`src/rtl/mref_exec.sv`:
```
module mref_exec #(
  parameter int AW = 12,
  parameter int DW = 16,
  parameter int SW = 4
) (
  input  logic          clk,
  input  logic          rst_n,
  input  logic [SW-1:0] t_step,
  output logic          sc_clr,
  output logic [AW-1:0] mem_addr,
  output logic          mem_rd,
  output logic          mem_we,
  output logic [DW-1:0] mem_wdata,
  input  logic [DW-1:0] mem_rdata,
  input  logic [DW-1:0] ac_in,
  output logic          ac_and,
  output logic          ac_add,
  output logic          ac_load,
  output logic [DW-1:0] opnd,
  output logic [AW-1:0] pc_q
);
  localparam int OPW = 3;
  localparam int OPL = DW - 1 - OPW;

  logic [AW-1:0] pc, ar;
  logic [DW-1:0] dr, ir;

  logic t0, t1, t2, t3, t4, t5, t6, t7, t8;
  assign t0 = t_step == SW'(0);
  assign t1 = t_step == SW'(1);
  assign t2 = t_step == SW'(2);
  assign t3 = t_step == SW'(3);
  assign t4 = t_step == SW'(4);
  assign t5 = t_step == SW'(5);
  assign t6 = t_step == SW'(6);
  assign t7 = t_step == SW'(7);
  assign t8 = t_step == SW'(8);

  logic [OPW-1:0] op;
  logic ind, mref, o_and, o_add, o_lda, o_sta, o_bun, o_bsa, o_isz, o_rdop;
  assign op     = ir[DW-2:OPL];
  assign ind    = ir[DW-1];
  assign mref   = op != OPW'(7);
  assign o_and  = op == OPW'(0);
  assign o_add  = op == OPW'(1);
  assign o_lda  = op == OPW'(2);
  assign o_sta  = op == OPW'(3);
  assign o_bun  = op == OPW'(4);
  assign o_bsa  = op == OPW'(5);
  assign o_isz  = op == OPW'(6);
  assign o_rdop = o_and | o_add | o_lda;

  assign mem_addr  = ar;
  assign mem_rd    = rst_n & (t1 | (t3 & ind & mref) | (t5 & (o_rdop | o_isz)));
  assign mem_we    = rst_n & ((t5 & (o_sta | o_bsa)) | (t8 & o_isz));
  assign mem_wdata = o_sta ? ac_in : o_bsa ? {{(DW-AW){1'b0}}, pc} : dr;
  assign ac_and    = rst_n & t7 & o_and;
  assign ac_add    = rst_n & t7 & o_add;
  assign ac_load   = rst_n & t7 & o_lda;
  assign sc_clr    = rst_n & ((t3 & ~mref) | (t7 & o_rdop) | (t5 & (o_sta | o_bun))
                            | (t6 & o_bsa) | (t8 & o_isz));
  assign opnd      = dr;
  assign pc_q      = pc;

  always_ff @(posedge clk) begin
    if (!rst_n) begin
      pc <= '0;
      ar <= '0;
      dr <= '0;
      ir <= '0;
    end else begin
      if (t0) ar <= pc;
      if (t1) pc <= pc + AW'(1);
      if (t2) begin
        ir <= mem_rdata;
        ar <= mem_rdata[AW-1:0];
      end
      if (t4 & ind & mref) ar <= mem_rdata[AW-1:0];
      if (t5 & o_bun) pc <= ar;
      if (t5 & o_bsa) ar <= ar + AW'(1);
      if (t6 & o_bsa) pc <= ar;
      if (t6 & (o_rdop | o_isz)) dr <= mem_rdata;
      if (t7 & o_isz) dr <= dr + DW'(1);
      if (t8 & o_isz & (dr == '0)) pc <= pc + AW'(1);
    end
  end
endmodule

```
`config.mk`:
```
export PLATFORM = sky130hd
export DESIGN_NAME = mref_exec
export DESIGN_NICKNAME = d
export VERILOG_FILES = /design/src/rtl/mref_exec.sv
export SDC_FILE = /design/constraint.sdc
export NUM_CORES = 1
export LEC_CHECK = 0
export BUFFER_PORTS_ARGS = -buffer_cell sky130_fd_sc_hd__buf_2
export CORE_MARGIN = 10
export CORE_UTILIZATION = 56
export CTS_CLUSTER_DIAMETER = 50
export DETAILED_ROUTE_END_ITERATION = 10
export PLACE_DENSITY = 0.86
export SLEW_MARGIN = 20
export SYNTH_ARGS = -nofsm -noshare
export SYNTH_HDL_FRONTEND = slang
export SYNTH_SLANG_ARGS = --single-unit
export TNS_END_PERCENT = 20
```
`constraint.sdc`:
```
create_clock -name clk -period 3.4 [get_ports clk]
set_input_delay 0.34 -clock clk [delete_from_list [all_inputs] [get_ports clk]]
set_output_delay 0.34 -clock clk [all_outputs]
set_load 0.01 [all_outputs]
```
== Word-level counts from Yosys, hierarchy flattened ==
Index checks and enable logic that the tools add are counted.

* Output and inout port bits: 62
* Bits in registers: 56
* Bits of input ports: 38

* Muxes and demuxes: 12
* Reduce and logical (&&, ||, !) cells: 6
* Eq/ne operators: 15
* Bitwise gates (word level): 36
* Add/subtract/negate cells: 3

{| class="wikitable"
|+ Operators by type and width
! cell !! number
|-
| $mux 12 || 8
|-
| $mux 16 || 4
|-
| $add 12x1->12 const B || 2
|-
| $and 1x1->1 || 23
|-
| $add 16x1->16 const B || 1
|-
| $eq 4x3->1 const B || 4
|-
| $logic_not 16->1 || 1
|-
| $or 1x1->1 || 12
|-
| $eq 3x3->1 const B || 3
|-
| $eq 4x2->1 const B || 2
|-
| $reduce_bool 4->1 || 2
|-
| $eq 3x2->1 const B || 2
|-
| $eq 4x1->1 const B || 1
|-
| $eq 4x4->1 const B || 1
|-
| $logic_not 4->1 || 1
|-
| $eq 3x1->1 const B || 1
|-
| $logic_not 3->1 || 1
|-
| $ne 3x3->1 const B || 1
|-
| $reduce_bool 2->1 || 1
|-
| $not 1->1 || 1
|}

== Depth between registers and ports, before layout ==
* Depth after elaboration: 9
* Mapped depth: 8
* Mapped depth without buffers: 7

== Least setup slack after synthesis ==
Ideal clock, no wire load.

* Path type: input-to-reg
* Start: in t_step[1]
* End: reg ar[8], in the netlist mem_addr[8]
* Buffers on the path: 2
* Data arrival time: 1.809 ns
* Data required time: 3.280 ns
* Path slack: 1.472 ns
* Stages on the path: 7
* Cell sequence: buf_6 nand4bb_1 or2_1 buf_6 or3_4 and3_1 o31a_1

* Longest elaborated chain between the ends: 5

{| class="wikitable"
|+ Ends and longest elaborated chain
! element !! RTL line !! text
|-
| start, declared || 8 || <nowiki>input logic [SW-1:0] t_step,</nowiki>
|-
| $eq 4x3->1 || 33 || <nowiki>assign t4 = t_step == SW'(4);</nowiki>
|-
| $and 1x1->1 (2 in series) || 78 || <nowiki>if (t4 & ind & mref) ar <= mem_rdata[AW-1:0];</nowiki>
|-
| $mux 12 || 78 ||
|-
| $mux 12 || 80 || <nowiki>if (t5 & o_bsa) ar <= ar + AW'(1);</nowiki>
|-
| end signal, assigned || 76 || <nowiki>ar <= mem_rdata[AW-1:0];</nowiki>
|-
| end signal, assigned || 78 ||
|-
| end signal, assigned || 80 ||
|-
| end, declared || 25 || <nowiki>logic [AW-1:0] pc, ar;</nowiki>
|}

Parallel ways exist; a longest one is shown, timed or not.
A chain may end at the register's enable or synchronous reset.

== Worst setup path after layout ==
* Start: reg ir[12]
* End: out mem_we

* Longest elaborated chain between the ends: 5

{| class="wikitable"
|+ Ends and longest elaborated chain
! element !! RTL line !! text
|-
| start, declared || 26 || <nowiki>logic [DW-1:0] dr, ir;</nowiki>
|-
| start signal, assigned || 75 || <nowiki>ir <= mem_rdata;</nowiki>
|-
| $eq 3x2->1 / $eq 3x3->1 (equally long branches) || 47, 49 ||
|-
| $or 1x1->1 || 55 || <nowiki>assign mem_we = rst_n & ((t5 & (o_sta | o_bsa)) | (t8 & o_isz));</nowiki>
|-
| $and 1x1->1 || 55 ||
|-
| $or 1x1->1 * || 55 ||
|-
| $and 1x1->1 * || 55 ||
|-
| end, declared || 12 || <nowiki>output logic mem_we,</nowiki>
|}

Every way passes the cells marked *; elsewhere a longest branch is shown, timed or not.

==> results.sh <==
export IMPL_status="completed"
export IMPL_worst_slew_pin_slew_ps=843
export IMPL_end_kind="output pin"
export IMPL_slew_viol_final=0
export IMPL_placed_area_um2=3780
export IMPL_ys_dominant_reg_cell="dfxtp_1"
export IMPL_avgSynthCellArea_um2=7.45
export IMPL_grt_pass1_wl_mm=19.6
export IMPL_slew_limit_headroom_pct=43.7
export IMPL_pwr_share_comb_pct=14.5
export IMPL_vias=4183
export IMPL_core_um2=5850
export IMPL_fin_worst_skew_ps=6.39
export IMPL_ys_types=62
export IMPL_drive_gt1_share_pct=24.1
export IMPL_initial_core_util_pct=56.9
export IMPL_critPathArrivalTime_ps=2500
export IMPL_clockPowerShare_pct=38.0
export IMPL_path_max_fanout=23
export IMPL_finalPower_w=0.00117
export IMPL_wl_per_cell_um=21.2
export IMPL_power_switching_w=0.000336
export IMPL_area_growth_pct=17.4
export IMPL_cts_sinks=44
export IMPL_start_kind="flop"
export IMPL_crit_buf_inv=2
export IMPL_crit_family="flip-flops"
export IMPL_overflow=0
export IMPL_async_flop_share_pct=0
export IMPL_period_share_pct=83.5
export IMPL_cts_made_buffers=5
export IMPL_row_count=28
export IMPL_ctsRootBufferMaster="clkbuf_8"
export IMPL_whs_ps=294
export IMPL_dieArea_um2=9430
export IMPL_setup_tns_ps=0
export IMPL_io_buffers=99
export IMPL_nNetsFinal=563
export IMPL_grt_max_degree=36
export IMPL_drtAntennaViolNets=0
export IMPL_cp_required_ps=3060
export IMPL_criticalPathCategory="reg2out"
export IMPL_irDropWorstVdd_mv=0.191
export IMPL_clock_path_buffers=2
export IMPL_wl_mm=12.6
export IMPL_power_leakage_nw=1.62
export IMPL_multi_input_area_um2=2230
export IMPL_layout_commonest_cell="buf_2"
export IMPL_die_y_um=97.1
export IMPL_max_stage_delay_ps=880
export IMPL_slowest_stage="dfxtp_1"
export IMPL_intPower_w=0.000838
export IMPL_yosysTopAreaCell="dfxtp_1"
export IMPL_powerDensity_nw_per_um2=300
export IMPL_fmax_ghz=0.352
export IMPL_vias_per_cell=7.01
export IMPL_ys_top_cells_by_area="dfxtp_1 26%, a21oi_1 5.1%, nor2_1 5.0%, nand3_1 4.5%, nand2_1 3.5%"
export IMPL_dr_pass1_iters=5
export IMPL_rsz0062_at_grt="no"
export IMPL_setup_viol=0
export IMPL_postCtsResizedCells=0
export IMPL_dpl_hpwl_mm=9.33
export IMPL_fillers=527
export IMPL_grt_pass1_vias=3672
export IMPL_clock_latency_ps=310
export IMPL_seq_area_um2=881
export IMPL_grt_usage_pct=24.6
export IMPL_synth_top_area_share_pct=26.5
export IMPL_yosysSeqAreaShare_pct=26.5
export IMPL_cap_viol_max_count=0
export IMPL_antenna_found_initial=0
export IMPL_finalHoldViolCount=0
export IMPL_synth_edff_count=0
export IMPL_die_w_um=97.1
export IMPL_swShare_pct=28.6
export IMPL_place_gp_congestion=0.966
export IMPL_layout_common_cells="99 x buf_2, 44 x nor2_1, 44 x dfxtp_1, 34 x a21oi_1, 31 x nand2_1"
export IMPL_syn_nets=489
export IMPL_htree_levels=2
export IMPL_seqPwrFrac_pct=47.5
export IMPL_path_cells="inv_1 > nor3_1 > a21oi_1 > nor3b_1 > o21a_1 > buf_2"
export IMPL_synth_cells=447
export IMPL_synth_warnings=0
export IMPL_clkTransAtPathRegs_ps=90
export IMPL_hold_path_class="in2reg"
export IMPL_cts_tree="built"
export IMPL_ys_ff_latch=44
export IMPL_finish_instance_area_um2=3910
export IMPL_syn_area_um2=3330
export IMPL_drtIter0Drc=526
export IMPL_drc=0
export IMPL_cts_setup_buffers=0
export IMPL_finalCriticalPeriod_ps=2840
export IMPL_hold_buffers=0
export IMPL_num_io_pins=100
export IMPL_antenna_cells=0
-- stage by stage --
step / setup slack [ps] / cells / utilization, %
finish: 560 / 597 / 66.8
global route: 519 / 597 / 66.8
CTS: 665 / 597 / 66.8
detailed placement: 872 / 589 / 64.7
global placement: 919 / 589 / 64.7
floorplan: 1470 / 447 / -
-- state kept, by name, summed over array words and instances, names as in the netlist --
signal / count
opnd: 16
mem_addr: 12
pc_q: 12
ir: 4
-- per-layer routing --
layer	vias to the layer above	GRT usage [%]	share of wire, %
li1	1866	-	-
met1	1922	31.8	38
met2	333	36.7	44
met3	62	6.05	13
met4	0	13.2	5.2
met5	-	0	0
-- power by group through the flow --
stage / clock [W] / sequential, W / combinational (W)
5_1_grt: 0.000462 / 0.000559 / 0.000182
3_3_place_gp: 0 / 0.000567 / 0.000163
6_report: 0.000445 / 0.000558 / 0.000170
2_1_floorplan: 0 / 0.000561 / 0.0000990
4_1_cts: 0.000446 / 0.000556 / 0.000166
3_5_place_dp: 0 / 0.000568 / 0.000164
-- tightest hold or removal path, delay by kind of cell --
kind | cells | cell delay [ps]
buffers and inverters | 1 | 100
AO/OA/AOI/OAI | 1 | 60
AND/OR/NAND/NOR | 1 | 70
-- area by class of cell --
class / instances / share of cell area, %
Sequential cell: 44 / 22.5
Tap cell: 75 / 2.40
Multi-Input combinational cell: 355 / 57.1
Timing Repair Buffer: 105 / 13.8
Clock inverter: 2 / 0.993
Clock buffer: 6 / 2.11
Inverter: 10 / 0.961
-- worst paths after layout --
path                                     from  cells past startpoint  slack, ps          end
worst min-delay path            mem_rdata[15]                      3        290       ir[15]
worst max register to register         ir[12]                      5        760  mem_addr[6]
worst max-delay path                   ir[12]                      6        560       mem_we
worst min register to register    mem_addr[1]                      2        530  mem_addr[1]
-- kinds of logic (layout without fill, tap and decap cells) --
logic type,after synthesis,after routing,share of synthesized area (%)
AND/OR/NAND/NOR,198,198,32.6
buffers and inverters,48,123,6.47
multiplexers,14,14,4.32
AO/OA/AOI/OAI,139,139,28.7
adder cells (fa/ha/maj),4,4,1.50
flip-flops,44,44,26.5
-- synthesized netlist by cell type, types with 4 or more instances --
library cell / n
a211oi_1: 5
a21oi_1: 34
a22o_1: 13
a311oi_1: 4
a31oi_1: 8
and3_1: 17
and4_1: 5
buf_2: 7
clkbuf_1: 24
dfxtp_1: 44
ha_1: 4
inv_1: 10
mux2i_1: 11
nand2_1: 31
nand2b_1: 4
nand3_1: 30
nand3b_1: 4
nand4_1: 14
nor2_1: 44
nor2b_1: 4
nor3_1: 9
nor4_1: 7
nor4b_1: 5
o211ai_1: 5
o21a_1: 5
o21ai_0: 15
o22ai_1: 16
o31a_1: 7
or3_1: 8
No activity file was read; power rests on OpenSTA's default activity.
